[src/rtl/feeder_pkg.sv]
package feeder_pkg;
  parameter int unsigned FEED_DEPTH  = 64;
  parameter int unsigned FEED_DATA_W = 8;
  localparam int unsigned FEED_IDX_W = $clog2(FEED_DEPTH);
  localparam int unsigned FEED_CNT_W = $clog2(FEED_DEPTH + 1);
endpackage

[src/rtl/feeder_store.sv]
module feeder_store #(
  parameter int unsigned DEPTH  = feeder_pkg::FEED_DEPTH,
  parameter int unsigned DATA_W = feeder_pkg::FEED_DATA_W,
  localparam int unsigned IDX_W = $clog2(DEPTH)
) (
  input  logic              clk,
  input  logic              wr_en,
  input  logic [IDX_W-1:0]  wr_addr,
  input  logic [DATA_W-1:0] wr_data,
  input  logic [IDX_W-1:0]  rd_addr,
  output logic [DATA_W-1:0] rd_data
);
  logic [DATA_W-1:0] mem_q [DEPTH];

  // one enabled register per entry, written only when addressed
  for (genvar e = 0; e < DEPTH; e++) begin : g_entry
    logic sel;
    assign sel = wr_en && (wr_addr == IDX_W'(e));
    always_ff @(posedge clk) begin
      if (sel) mem_q[e] <= wr_data;
    end
  end

  assign rd_data = mem_q[rd_addr];
endmodule

[src/rtl/feeder_intake.sv]
module feeder_intake #(
  parameter int unsigned DEPTH = feeder_pkg::FEED_DEPTH,
  localparam int unsigned IDX_W = $clog2(DEPTH),
  localparam int unsigned CNT_W = $clog2(DEPTH + 1)
) (
  input  logic             clk,
  input  logic             rst_n,
  input  logic             pkt_valid,
  input  logic             pkt_last,
  input  logic             open,      // intake allowed (count is zero)
  output logic             accept,
  output logic [IDX_W-1:0] wr_idx,
  output logic             pkt_end,
  output logic [CNT_W-1:0] pkt_len
);
  logic [IDX_W-1:0] idx_q, idx_d;
  logic             at_top;

  assign accept  = pkt_valid && open;
  assign at_top  = (idx_q == IDX_W'(DEPTH - 1));
  assign pkt_end = accept && (pkt_last || at_top);
  assign pkt_len = CNT_W'(idx_q) + CNT_W'(1);
  assign wr_idx  = idx_q;

  always_comb begin
    idx_d = idx_q;
    if (pkt_end)      idx_d = '0;
    else if (accept)  idx_d = idx_q + IDX_W'(1);
  end

  always_ff @(posedge clk or negedge rst_n) begin
    if (!rst_n) idx_q <= '0;
    else        idx_q <= idx_d;
  end
endmodule

[src/rtl/feeder_pacer.sv]
module feeder_pacer #(
  parameter int unsigned DEPTH = feeder_pkg::FEED_DEPTH,
  localparam int unsigned IDX_W = $clog2(DEPTH),
  localparam int unsigned CNT_W = $clog2(DEPTH + 1)
) (
  input  logic             clk,
  input  logic             rst_n,
  input  logic             load,
  input  logic [CNT_W-1:0] load_len,
  input  logic             busy,
  output logic             push,
  output logic             idle,
  output logic [CNT_W-1:0] remain,
  output logic [IDX_W-1:0] offset
);
  logic [CNT_W-1:0] rem_q, rem_d;
  logic [IDX_W-1:0] off_q, off_d;
  logic             gap_q, gap_d;
  logic             last_one;

  assign idle     = (rem_q == '0);
  assign last_one = (rem_q == CNT_W'(1));
  // busy is looked at again after every push: one quiet cycle between pushes
  assign push     = !idle && !busy && !gap_q;
  assign gap_d    = push;

  always_comb begin
    rem_d = rem_q;
    off_d = off_q;
    if (load) begin
      rem_d = load_len;
      off_d = '0;
    end else if (push) begin
      rem_d = rem_q - CNT_W'(1);
      off_d = last_one ? '0 : off_q + IDX_W'(1);
    end
  end

  always_ff @(posedge clk or negedge rst_n) begin
    if (!rst_n) begin
      rem_q <= '0;
      off_q <= '0;
      gap_q <= 1'b0;
    end else begin
      rem_q <= rem_d;
      off_q <= off_d;
      gap_q <= gap_d;
    end
  end

  assign remain = rem_q;
  assign offset = off_q;
endmodule

[src/rtl/pkt_byte_feeder.sv]
module pkt_byte_feeder #(
  parameter int unsigned DEPTH  = feeder_pkg::FEED_DEPTH,
  parameter int unsigned DATA_W = feeder_pkg::FEED_DATA_W,
  localparam int unsigned IDX_W = $clog2(DEPTH),
  localparam int unsigned CNT_W = $clog2(DEPTH + 1)
) (
  input  logic              clk,
  input  logic              rst_n,
  input  logic              pkt_valid,
  input  logic [DATA_W-1:0] pkt_data,
  input  logic              pkt_last,
  output logic              pkt_ready,
  output logic              rx_push,
  output logic [DATA_W-1:0] rx_byte,
  input  logic              rx_busy
);
  logic             accept;
  logic             pkt_end;
  logic [IDX_W-1:0] wr_idx;
  logic [CNT_W-1:0] pkt_len;
  logic             idle;
  logic [CNT_W-1:0] rem_cnt;
  logic [IDX_W-1:0] rd_off;

  feeder_intake #(.DEPTH(DEPTH)) intake_i (
    .clk      (clk),
    .rst_n    (rst_n),
    .pkt_valid(pkt_valid),
    .pkt_last (pkt_last),
    .open     (idle),
    .accept   (accept),
    .wr_idx   (wr_idx),
    .pkt_end  (pkt_end),
    .pkt_len  (pkt_len)
  );

  feeder_store #(.DEPTH(DEPTH), .DATA_W(DATA_W)) store_i (
    .clk    (clk),
    .wr_en  (accept),
    .wr_addr(wr_idx),
    .wr_data(pkt_data),
    .rd_addr(rd_off),
    .rd_data(rx_byte)
  );

  feeder_pacer #(.DEPTH(DEPTH)) pacer_i (
    .clk     (clk),
    .rst_n   (rst_n),
    .load    (pkt_end),
    .load_len(pkt_len),
    .busy    (rx_busy),
    .push    (rx_push),
    .idle    (idle),
    .remain  (rem_cnt),
    .offset  (rd_off)
  );

  assign pkt_ready = idle;
endmodule

[config.mk]
export PLATFORM = sky130hd
export DESIGN_NAME = pkt_byte_feeder
export DESIGN_NICKNAME = d
export VERILOG_FILES = /design/src/rtl/feeder_pkg.sv /design/src/rtl/feeder_store.sv /design/src/rtl/feeder_intake.sv /design/src/rtl/feeder_pacer.sv /design/src/rtl/pkt_byte_feeder.sv
export SDC_FILE = /design/constraint.sdc
export NUM_CORES = 1
export LEC_CHECK = 0
export BUFFER_PORTS_ARGS = -buffer_cell sky130_fd_sc_hd__clkbuf_2
export CAP_MARGIN = 10
export CORE_UTILIZATION = 40
export DETAILED_ROUTE_END_ITERATION = 16
export PLACE_DENSITY = 0.62
export SLEW_MARGIN = 20
export SYNTH_ARGS = -nofsm -noshare
export SYNTH_HDL_FRONTEND = slang
export SYNTH_HIERARCHICAL = 1
export SYNTH_SLANG_ARGS = --single-unit
[constraint.sdc]
create_clock -name clk -period 7.3 [get_ports clk]
set_clock_uncertainty 0.15 [all_clocks]
set_input_delay 1.825 -clock clk [delete_from_list [all_inputs] [get_ports clk]]
set_output_delay 1.825 -clock clk [all_outputs]
set_load 0.02 [all_outputs]
; Word-level counts from Yosys, hierarchy flattened
; Memory sizes are Yosys's and may differ from the RTL's.
; Index checks and enable logic that the tools add are counted.
[word_totals]
reg_bits = 20
latchBits = 0
ram_bits = 512
mem_bits_ro = 0
input_bits = 13
out_inout_bits = 10
word_cells = 536
mem_count = 1
[mem_list]
columns = memory, words, width, rd, rd_clocked_by_memory_dff, wr, line
row1 = store_i.mem_q, 64, 8, 1, 0, 1, feeder_store.sv:13  ; logic [DATA_W-1:0] mem_q [DEPTH];
[op_classes]
addsub = 4
n_mul = 0
div_mod_pow = 0
magnitude_cmp = 0
eq_ne = 64
shifts = 0
muxes = 324
n_bitwise = 0
n_reduce_logical = 139
[op_table]
columns = cell, n
row1 = two-way mux 8 bit, 63
row2 = OR reduction 8 bit, 63
row3 = two-way mux 6 bit, 68
row4 = "== test 6 bit, second input constant", 32
row5 = two-way mux 1 bit, 191
row6 = "== test 6 x 5 -> 1 bit, second input constant", 16
row7 = logical AND 1 bit, 68
row8 = "== test 6 x 4 -> 1 bit, second input constant", 8
row9 = "== test 6 x 3 -> 1 bit, second input constant", 4
row10 = two-way mux 7 bit, 2
row11 = "adder 6 x 1 -> 6 bit, second input constant", 2
row12 = "== test 6 x 2 -> 1 bit, second input constant", 2
row13 = "adder 6 x 1 -> 7 bit, second input constant", 1
row14 = "== test 7 x 1 -> 1 bit, second input constant", 1
row15 = logical NOT 7 bit, 1
row16 = "subtractor 7 x 1 -> 7 bit, second input constant", 1
row17 = "== test 6 x 1 -> 1 bit, second input constant", 1
row18 = logical NOT 6 bit, 1
row19 = nonzero test 2 bit, 2
row20 = logical NOT 1 bit, 3
row21 = logical OR 1 bit, 1

; Logic depth before layout (Yosys ltp)
; Gate-level depths: netlist (run 1).
[logic_depth]
ltp_word = 69
ltp_mapped = 11
ltp_nobuf = 11

; Modules after synthesis
; Netlist (run 1), hierarchy kept.
[modules_own_cells]
columns = mod, n_inst, cells_per_inst, area_each_um2, seq_area_each_um2
row1 = feeder_store, 1, 905, 19977.9, 15374.7
row2 = feeder_pacer, 1, 78, 813.3, 350.3
row3 = feeder_intake, 1, 40, 384.1, 150.1

; Worst setup path before layout (run 1)
; Ideal clock, no wire load.
[synth_path]
kind = input port to output port
startpoint = input port rx_busy
endpoint = output port rx_push
arrival_ns = 2.587
t_required_ns = 5.325
path_slack_ns = 2.738
cell_stages = 2
n_path_buf = 0
path_cell_list = nor2_1 > a21boi_1
[synth_via]
elab_chain_len = 3
[synth_rtl]
columns = element, line
row1 = start: declaration, pkt_byte_feeder.sv:15  ; input logic rx_busy
row2 = logical NOT 1 bit, feeder_pacer.sv:24  ; assign push = !idle && !busy && !gap_q;
row3 = logical AND 1 bit (2 in a row), feeder_pacer.sv:24
row4 = end: declaration, pkt_byte_feeder.sv:13  ; output logic rx_push,
; Every way passes these cells.

; Worst setup path in the final report (run 1)
[layout_path]
startpoint = register pacer_i.off_q[0], in the netlist pacer_i/offset[0]
endpoint = output port rx_byte[2]
[layout_via]
elab_chain_len = 1
[layout_rtl]
columns = element, line
row1 = start: declaration, feeder_pacer.sv:17  ; logic [IDX_W-1:0] off_q, off_d;
row2 = start signal: assignment, feeder_pacer.sv:42  ; off_q <= '0;
row3 = start signal: assignment, feeder_pacer.sv:46  ; off_q <= off_d;
row4 = memory read (64 x 8 bit), n/a
row5 = end: declaration, pkt_byte_feeder.sv:14  ; output logic [DATA_W-1:0] rx_byte,
; Every way passes these cells.

==> results of run 1 <==
## tightest hold or removal path: cells and delay by family (launching register included)
family,cells,cell delay (ns)
flops,1,0.36
simple gates,1,0.05
compound gates,1,0.15
## synth_stat cells (3+ instances only)
| cell | number | share of area (%) |
|---|---|---|
| sky130_fd_sc_hd__edfxtp_1 | 512 | 73 |
| sky130_fd_sc_hd__buf_4 | 11 | 0.39 |
| sky130_fd_sc_hd__nor2b_1 | 11 | 0.33 |
| sky130_fd_sc_hd__a22oi_1 | 5 | 0.18 |
| sky130_fd_sc_hd__nand2_1 | 31 | 0.55 |
| sky130_fd_sc_hd__a211oi_1 | 8 | 0.28 |
| sky130_fd_sc_hd__xor2_1 | 3 | 0.12 |
| sky130_fd_sc_hd__mux2_2 | 5 | 0.27 |
| sky130_fd_sc_hd__nor2_1 | 80 | 1.4 |
| sky130_fd_sc_hd__nand3_1 | 18 | 0.43 |
| sky130_fd_sc_hd__dfrtp_1 | 20 | 2.4 |
| sky130_fd_sc_hd__o21ai_0 | 14 | 0.33 |
| sky130_fd_sc_hd__clkbuf_1 | 13 | 0.23 |
| sky130_fd_sc_hd__mux2i_1 | 29 | 1.4 |
| sky130_fd_sc_hd__xnor2_1 | 5 | 0.21 |
| sky130_fd_sc_hd__nand2b_1 | 5 | 0.15 |
| sky130_fd_sc_hd__a31oi_1 | 3 | 0.089 |
| sky130_fd_sc_hd__inv_1 | 7 | 0.12 |
| sky130_fd_sc_hd__a211o_1 | 5 | 0.21 |
| sky130_fd_sc_hd__a21oi_1 | 9 | 0.21 |
| sky130_fd_sc_hd__o22ai_1 | 7 | 0.21 |
| sky130_fd_sc_hd__buf_2 | 11 | 0.26 |
| sky130_fd_sc_hd__buf_6 | 4 | 0.21 |
| sky130_fd_sc_hd__mux4_2 | 125 | 13 |
| sky130_fd_sc_hd__o221ai_1 | 5 | 0.21 |
| sky130_fd_sc_hd__ha_1 | 5 | 0.30 |
| sky130_fd_sc_hd__a22o_2 | 3 | 0.14 |
| sky130_fd_sc_hd__nand3b_1 | 3 | 0.11 |
| sky130_fd_sc_hd__mux4_1 | 10 | 1.2 |
| sky130_fd_sc_hd__buf_1 | 10 | 0.18 |
| sky130_fd_sc_hd__o211ai_1 | 6 | 0.21 |
## cells by family after synthesis
family                   Yosys count  synth area share (%)
flip-flops                       532                 74.97
AND/OR/NAND/NOR                  171                 3.794
multiplexers                     170                 16.24
AO/OA/AOI/OAI                     77                 2.665
buffers and inverters             59                 1.625
XOR/XNOR                           9                0.4077
adder cells (fa/ha/maj)            5                0.2954
## worst paths after layout
path	startpoint	endpoint	slack, ns	depth (start not counted)
setup reg to reg	pacer_i/remain[3]$_DFFE_PN0P_	store_i/mem_q[9][6]$_DFFE_PP_	3.56	6
max in group asynchronous	rst_n	pacer_i/offset[0]$_DFFE_PN0P_	5.54	1
setup / recovery	pacer_i/offset[0]$_DFFE_PN0P_	rx_byte[2]	1.56	6
hold / removal	pacer_i/remain[1]$_DFFE_PN0P_	pacer_i/remain[1]$_DFFE_PN0P_	0.46	2
hold reg to reg	pacer_i/remain[1]$_DFFE_PN0P_	pacer_i/remain[1]$_DFFE_PN0P_	0.46	2
min in group asynchronous	rst_n	pacer_i/remain[0]$_DFFE_PN0P_	1.05	1
## where the power goes
group	switching, mW	leakage (nW)	internal, mW
Clock	1.10	0.795	1.47
Combinational	1.10	1.83	1.02
Sequential	0.264	4.84	3.39
## metrics by stage
step	instance area [um^2]	hold WS [ns]	cells
after floorplan	21180	0.3718	1023
after global placement	22000	0.4398	1692
after detailed placement	22000	0.4533	1692
after CTS	23610	0.4702	1787
after global routing	23610	0.5214	1787
final	23610	0.4559	1787
## cell type report
| cell class | count | area, um^2 | share of cell area, % |
|---|---|---|---|
| multi-input combinational | 432 | 4956 | 20.99 |
| inverter | 7 | 26.28 | 0.1113 |
| clock inverter | 31 | 247.7 | 1.049 |
| timing repair buffer | 41 | 277.8 | 1.176 |
| clock buffer | 64 | 1368 | 5.792 |
| tap | 680 | 850.8 | 3.603 |
| sequential | 532 | 15890 | 67.28 |
## layer usage
layer  wire [um]  share of wire [%]  GRT usage, %  vias up
li1            -                  -             -     4322
met2       22740                 49         28.91      294
met3        2955                6.4         3.966       66
met1       19710                 43         23.88     5380
met5           0                  0             0        -
met4         900                1.9         4.544        0
## flip-flops by register name, summed over array words and instances, names as in the netlist
signal	cells
pacer_i/offset	6
pacer_i/remain	7
intake_i/wr_idx	6
store_i/mem_q	512
pacer_i/gap_q	1
==> results_tabular.tex, run 1 <==
\begin{tabular}{lr}
\hline
Metric & Value \\
\hline
\multicolumn{2}{l}{\textbf{Die}} \\
\quad Area of the die & 53860 um\^{}2 \\
\quad IO Pins & 23 \\
\quad Cell Rows & 83 \\
\quad Initial cell density of the core & 40.86\% \\
\quad Horiz. Die Dim & 232.1 um \\
\quad Die outline height & 232.1 um \\
\quad Core region area & 51820 um\^{}2 \\
\multicolumn{2}{l}{\textbf{Layout}} \\
\quad Most used cells in the layout excluding fill and tap cells & sky130\_fd\_sc\_hd\_\_edfxtp\_1 (512), sky130\_fd\_sc\_hd\_\_mux4\_2 (125), sky130\_fd\_sc\_hd\_\_nor2\_1 (80) \\
\quad Fraction of layout cells with a size suffix above 1 & 23.67\% \\
\quad Most common cell after layout, fill and taps aside & sky130\_fd\_sc\_hd\_\_edfxtp\_1 \\
\quad Antenna cell count & 0 \\
\quad Synthesis-to-finish area growth & 11.51\% \\
\quad Fill cell total of the finished layout & 4320 \\
\quad Post-route core utilization & 45.57\% \\
\quad Nets@finish & 1084 \\
\multicolumn{2}{l}{\textbf{CTS}} \\
\quad Register clock-pin slew on the reported worst setup and hold paths & 0.06 ns \\
\quad Number of buffers on the longest clock path & 3 \\
\quad TritonCTS clock tree & yes \\
\quad Clock root buffer master & sky130\_fd\_sc\_hd\_\_clkbuf\_16 \\
\quad Cts repair resizes & 0 \\
\quad Number of H-tree levels & 2 \\
\quad Count of hold buffers inserted by post-cts repair & 0 \\
\quad Num Clock Sinks & 532 \\
\quad Clk Latency, worst-skew pair & 0.59 ns \\
\quad CTS buffer count & 52 \\
\quad Post-CTS Setup Bufs & 0 \\
\multicolumn{2}{l}{\textbf{Critical path}} \\
\quad Critical Path Fanout Max & 40 \\
\quad Critical path's top delay family & multiplexers \\
\quad Endpoint kind of the worst setup timing path & output port \\
\quad Slowest cell on crit path & sky130\_fd\_sc\_hd\_\_dfrtp\_4 \\
\quad Cell repeated most along the worst path & sky130\_fd\_sc\_hd\_\_mux4\_2 \\
\quad Maximum cell stage delay along the critical path & 0.94 ns \\
\quad Critical path buffer and inverter count & 2 \\
\quad Critical Path AT & 3.77 ns \\
\quad Worst path required time & 5.33 ns \\
\quad Critical Setup Path Class & reg -> out \\
\quad Worst Setup Start Kind & register \\
\quad Crit-path cells & buf\_12, mux4\_2, mux4\_2, o211ai\_1, nand2\_1, clkbuf\_2 \\
\multicolumn{2}{l}{\textbf{Detailed routing}} \\
\quad Via count of the routed design & 10060 \\
\quad Post-detailed-route wirelength per cell & 25.91 um \\
\quad Number of remaining DRC errors & 0 \\
\quad Routed via count divided by cell count & 5.631 \\
\quad Number of nets with antenna violations after routing & 0 \\
\quad Violation count after the first detailed-route iteration & 1112 \\
\quad Number of search-and-repair iterations in the first detailed-routing pass & 5 \\
\quad Drt total wl & 46310 um \\
\multicolumn{2}{l}{\textbf{Outcome}} \\
\quad Outcome & finished clean \\
\multicolumn{2}{l}{\textbf{Timing}} \\
\quad Worst-margin pin slew & 1.094 ns \\
\quad Final number of setup-violating endpoints & 0 \\
\quad PnR worst setup slack & 1.555 ns \\
\quad Setup repair after global routing missed its margin & no \\
\quad Highest Clock Rate & 0.1741 GHz \\
\quad Final period util & 78.69\% \\
\quad Crit path time final & 5.745 ns \\
\quad Final-layout setup total negative slack & 0 ns \\
\quad Pins over their slew limit & 0 \\
\quad Slew HR & 26.82\% \\
\quad Endpoints failing hold & 0 \\
\multicolumn{2}{l}{\textbf{Flow run}} \\
\quad Max cap viols & 0 \\
\multicolumn{2}{l}{\textbf{Placement}} \\
\quad DPL Wire Length & 28210 um \\
\quad Final estimated routing congestion in global placement & 0.7853 \\
\quad Input/output buffers & 22 \\
\quad Post-placement setup slack & 2.132 ns \\
\multicolumn{2}{l}{\textbf{Global route}} \\
\quad GRT Residual Overflow & 0 \\
\quad Vias in the first global route & 10350 \\
\quad Pin count of the biggest net entering global routing & 65 \\
\quad Wire length of the first global-routing pass & 68790 um \\
\quad Global routing usage summed across all routing layers & 17.67\% \\
\quad Antenna violations before repair & 0 \\
\multicolumn{2}{l}{\textbf{Synthesis}} \\
\quad Cells after synthesis & 1023 \\
\quad Ys async rst share & 3.759\% \\
\quad Net Count, Synth & 1041 \\
\quad Yosys warning count & 6 \\
\quad Post-synthesis instance area & 21180 um\^{}2 \\
\quad EDFF count, synth & 512 \\
\quad Average cell area after synthesis & 20.70 um\^{}2 \\
\quad Post-synthesis sequential area ratio & 74.97\% \\
\quad Top flip-flop cell by instance count after synthesis & sky130\_fd\_sc\_hd\_\_edfxtp\_1 \\
\quad Netlist cell types & 60 \\
\quad Synthesized flop and latch total & 532 \\
\multicolumn{2}{l}{\textbf{Power}} \\
\quad Total power of the final layout & 8.342 mW \\
\quad Worst-case vdd ir drop & 0.0002070 V \\
\quad Power per cell area & 353.3 nW/um\^{}2 \\
\quad Leakage power & 7.468 nW \\
\multicolumn{2}{l}{\textbf{Min path}} \\
\quad Class of the worst hold path & reg -> reg \\
\hline
\end{tabular}
No activity file was read; power rests on OpenSTA's default activity.
==> run 2, diff against run 1 <==
--- a/config.mk
+++ b/config.mk
@@ -5,6 +5,7 @@
 export SDC_FILE = /design/constraint.sdc
 export NUM_CORES = 1
 export LEC_CHECK = 0
+export ABC_AREA = 1
 export BUFFER_PORTS_ARGS = -buffer_cell sky130_fd_sc_hd__clkbuf_2
 export CAP_MARGIN = 10
 export CORE_UTILIZATION = 40
==> constraint.sdc (replaced) <==
create_clock -name clk -period 5.36 [get_ports clk]
set_clock_uncertainty 0.15 [all_clocks]
set_input_delay 1.34 -clock clk [delete_from_list [all_inputs] [get_ports clk]]
set_output_delay 1.34 -clock clk [all_outputs]
set_load 0.02 [all_outputs]
==> run 2 against run 1 <==
  * Die area is 6.0% higher
  * Worst hold slack worse by 0.067 ns
  * Flip-flop and latch count stayed put
  * Synthesized cell count is 94% higher
  * Worst setup slack worse by 1.0 ns
  * Critical path depth is 5 higher
  * Global-route usage is 2.6 points higher
  * Via count is 48% higher
==> results_tabular.tex, run 2 <==
\begin{tabular}{lr}
\hline
Metric & Value \\
\hline
\multicolumn{2}{l}{\textbf{Timing}} \\
\quad Highest Clock Rate & 0.2079 GHz \\
\quad Worst-margin pin slew & 1.006 ns \\
\quad Final period util & 89.73\% \\
\quad Final-layout setup total negative slack & 0 ns \\
\quad Crit path time final & 4.810 ns \\
\quad Final number of setup-violating endpoints & 0 \\
\quad Endpoints failing hold & 0 \\
\quad Slew HR & 32.72\% \\
\quad Pins over their slew limit & 0 \\
\quad Setup repair after global routing missed its margin & no \\
\quad PnR worst setup slack & 0.5502 ns \\
\multicolumn{2}{l}{\textbf{CTS}} \\
\quad Number of buffers on the longest clock path & 3 \\
\quad Clock root buffer master & sky130\_fd\_sc\_hd\_\_clkbuf\_16 \\
\quad CTS buffer count & 54 \\
\quad Num Clock Sinks & 532 \\
\quad Post-CTS Setup Bufs & 0 \\
\quad Register clock-pin slew on the reported worst setup and hold paths & 0.06 ns \\
\quad Number of H-tree levels & 2 \\
\quad Cts repair resizes & 0 \\
\quad Clk Latency, worst-skew pair & 0.59 ns \\
\quad Count of hold buffers inserted by post-cts repair & 0 \\
\quad TritonCTS clock tree & yes \\
\multicolumn{2}{l}{\textbf{Synthesis}} \\
\quad Netlist cell types & 33 \\
\quad Post-synthesis sequential area ratio & 70.67\% \\
\quad Top area cells in the synthesized netlist & sky130\_fd\_sc\_hd\_\_edfxtp\_1 (68\%), sky130\_fd\_sc\_hd\_\_nand2\_1 (12\%), sky130\_fd\_sc\_hd\_\_nand3\_1 (9.9\%), sky130\_fd\_sc\_hd\_\_dfrtp\_1 (2.2\%), sky130\_fd\_sc\_hd\_\_nor2\_1 (1.4\%) \\
\quad Average cell area after synthesis & 11.32 um\^{}2 \\
\quad Synthesized flop and latch total & 532 \\
\quad Cells after synthesis & 1985 \\
\quad Top cells by count, synth & sky130\_fd\_sc\_hd\_\_nand2\_1 (728), sky130\_fd\_sc\_hd\_\_edfxtp\_1 (512), sky130\_fd\_sc\_hd\_\_nand3\_1 (445) \\
\quad Net Count, Synth & 2003 \\
\quad EDFF count, synth & 512 \\
\quad Top cell type by total area after synthesis & sky130\_fd\_sc\_hd\_\_edfxtp\_1 \\
\quad Yosys warning count & 6 \\
\quad Ys async rst share & 3.759\% \\
\quad Yosys top cell area share & 68.44\% \\
\quad Top flip-flop cell by instance count after synthesis & sky130\_fd\_sc\_hd\_\_edfxtp\_1 \\
\quad Most common cell in the synthesized netlist & sky130\_fd\_sc\_hd\_\_nand2\_1 \\
\quad Post-synthesis instance area & 22460 um\^{}2 \\
\multicolumn{2}{l}{\textbf{Global route}} \\
\quad Vias in the first global route & 13820 \\
\quad Pin count of the biggest net entering global routing & 132 \\
\quad Global routing usage summed across all routing layers & 20.28\% \\
\quad GRT Residual Overflow & 0 \\
\quad Wire length of the first global-routing pass & 86850 um \\
\quad Antenna violations before repair & 0 \\
\multicolumn{2}{l}{\textbf{Min path}} \\
\quad Class of the worst hold path & reg -> reg \\
\multicolumn{2}{l}{\textbf{Detailed routing}} \\
\quad Via count of the routed design & 14860 \\
\quad Drt total wl & 57730 um \\
\quad Number of nets with antenna violations after routing & 0 \\
\quad Violation count after the first detailed-route iteration & 1740 \\
\quad Post-detailed-route wirelength per cell & 20.89 um \\
\quad Number of search-and-repair iterations in the first detailed-routing pass & 5 \\
\quad Number of remaining DRC errors & 0 \\
\quad Routed via count divided by cell count & 5.378 \\
\multicolumn{2}{l}{\textbf{Power}} \\
\quad Part of the power in the clock network & 30.5\% \\
\quad Power per cell area & 494.9 nW/um\^{}2 \\
\quad Combinational share of power & 31.0\% \\
\quad Worst-case vdd ir drop & 0.0002784 V \\
\quad Power share of the sequential group & 38.5\% \\
\quad Cell internal power dissipation & 7.793 mW \\
\quad Fraction of power spent switching nets & 36.33\% \\
\quad Power dissipated by switching net loads & 4.446 mW \\
\quad Leakage power & 8.903 nW \\
\multicolumn{2}{l}{\textbf{Layout}} \\
\quad Largest register by flop count & store\_i/mem\_q \\
\quad Number of flip-flops in the largest register & 512 \\
\quad Antenna cell count & 0 \\
\quad Synthesis-to-finish area growth & 10.09\% \\
\quad Post-route core utilization & 44.72\% \\
\quad Fraction of layout cells with a size suffix above 1 & 8.040\% \\
\quad Most used cells in the layout excluding fill and tap cells & sky130\_fd\_sc\_hd\_\_nand2\_1 (728), sky130\_fd\_sc\_hd\_\_edfxtp\_1 (512), sky130\_fd\_sc\_hd\_\_nand3\_1 (445) \\
\quad Most common cell after layout, fill and taps aside & sky130\_fd\_sc\_hd\_\_nand2\_1 \\
\quad Nets@finish & 1991 \\
\quad Final cell count without fillers & 2763 \\
\multicolumn{2}{l}{\textbf{Placement}} \\
\quad Post-placement cell count & 2665 \\
\quad Post-placement setup slack & 1.265 ns \\
\quad DPL Wire Length & 34100 um \\
\quad Input/output buffers & 22 \\
\quad Final estimated routing congestion in global placement & 0.8973 \\
\multicolumn{2}{l}{\textbf{Die}} \\
\quad Initial cell density of the core & 40.62\% \\
\quad Area of the die & 57110 um\^{}2 \\
\quad Horiz. Die Dim & 239.0 um \\
\quad IO Pins & 23 \\
\quad Cell Rows & 86 \\
\quad Core region area & 55310 um\^{}2 \\
\quad Die outline height & 239.0 um \\
\multicolumn{2}{l}{\textbf{Outcome}} \\
\quad Outcome & finished clean \\
\multicolumn{2}{l}{\textbf{Critical path}} \\
\quad Worst Setup Start Kind & register \\
\quad Critical Path Fanout Max & 69 \\
\quad Critical Setup Path Class & reg -> out \\
\quad Worst path required time & 3.87 ns \\
\quad Endpoint kind of the worst setup timing path & output port \\
\quad Critical Path AT & 3.32 ns \\
\multicolumn{2}{l}{\textbf{Flow run}} \\
\quad Max cap viols & 0 \\
\hline
\end{tabular}
## run 2: cell count changes in the layout (fill, tap and decap cells not counted), moves of 11 or more
cell / previous run / this run
sky130_fd_sc_hd__nor2b_1: 11 / 0
sky130_fd_sc_hd__nand3_1: 18 / 445
sky130_fd_sc_hd__inv_1: 7 / 23
sky130_fd_sc_hd__mux2i_1: 29 / 0
sky130_fd_sc_hd__mux4_2: 125 / 0
sky130_fd_sc_hd__nand2_1: 31 / 728
## run 2: through the flow
stage                     hold slack, ns  cell area, um^2  power [mW]
after floorplan                   0.3249            22460       7.550
after global placement            0.3618            22990       8.523
after detailed placement          0.3730            22990       8.545
after CTS                         0.3851            24730       12.26
after global routing              0.4015            24730       12.81
final                             0.3891            24730       12.24
## run 2: worst paths after layout
check / to / slack [ns] / startpoint / cells past startpoint
setup / recovery: rx_byte[5] / 0.55 / pacer_i/offset[0]$_DFFE_PN0P_ / 11
hold / removal: pacer_i/remain[6]$_DFFE_PN0P_ / 0.39 / pacer_i/remain[6]$_DFFE_PN0P_ / 2
setup reg to reg: store_i/mem_q[38][4]$_DFFE_PP_ / 1.63 / pacer_i/remain[0]$_DFFE_PN0P_ / 8
hold reg to reg: pacer_i/remain[6]$_DFFE_PN0P_ / 0.39 / pacer_i/remain[6]$_DFFE_PN0P_ / 2
max in group asynchronous: pacer_i/offset[0]$_DFFE_PN0P_ / 4.09 / rst_n / 1
min in group asynchronous: intake_i/wr_idx[3]$_DFFE_PN0P_ / 0.57 / rst_n / 1
## run 2: final cells by class
type | count | area (um^2)
flip-flops and latches | 532 | 15880
inverters | 31 | 125.1
clock buffers | 63 | 1385
multi-input cells | 1307 | 5675
clock inverters | 35 | 352.8
repair buffers | 47 | 372.9
fillers | 5081 | 30580
well taps | 748 | 935.9
## run 2: power by group through the flow
| stage | combinational (mW) | clock [mW] | sequential (mW) |
|---|---|---|---|
| 6_report | 3.79 | 3.73 | 4.72 |
| 5_1_grt | 4.14 | 3.94 | 4.72 |
| 4_1_cts | 3.75 | 3.79 | 4.71 |
| 3_5_place_dp | 3.74 | 0 | 4.80 |
| 3_3_place_gp | 3.72 | 0 | 4.80 |
| 2_1_floorplan | 2.80 | 0 | 4.75 |
## run 2: per-layer routing
layer | share of wire, % | up-vias | wire length (um) | GRT usage, %
li1 | - | 6848 | - | -
met1 | 43 | 7245 | 24930 | 28.86
met2 | 45 | 675 | 26220 | 31.09
met3 | 8.6 | 92 | 4975 | 3.903
met4 | 2.8 | 0 | 1595 | 6.838
met5 | 0 | - | 0 | 0
## run 2: critical path, cell delays in order, from the launching register on
cell,delay (ns)
sky130_fd_sc_hd__dfrtp_4,0.62
sky130_fd_sc_hd__inv_6,0.40
sky130_fd_sc_hd__buf_12,0.33
sky130_fd_sc_hd__nand2_1,0.10
sky130_fd_sc_hd__nand3_1,0.09
sky130_fd_sc_hd__nand3_1,0.07
sky130_fd_sc_hd__nand2_1,0.14
sky130_fd_sc_hd__nand2_1,0.10
sky130_fd_sc_hd__nand3_1,0.21
sky130_fd_sc_hd__nand3_1,0.10
sky130_fd_sc_hd__nand2_1,0.20
sky130_fd_sc_hd__clkbuf_2,0.21
## run 2: cells by family (layout without fill, tap and decap cells)
family          Yosys count  after routing  share of synthesized area (%)
compound gates           12             12                         0.3453
xor+xnor                  6              6                         0.2674
fa+ha+maj                 5              5                         0.2785
buf+inv                 146            176                          4.066
flops                   532            532                          70.67
simple gates           1284           1284                          24.37
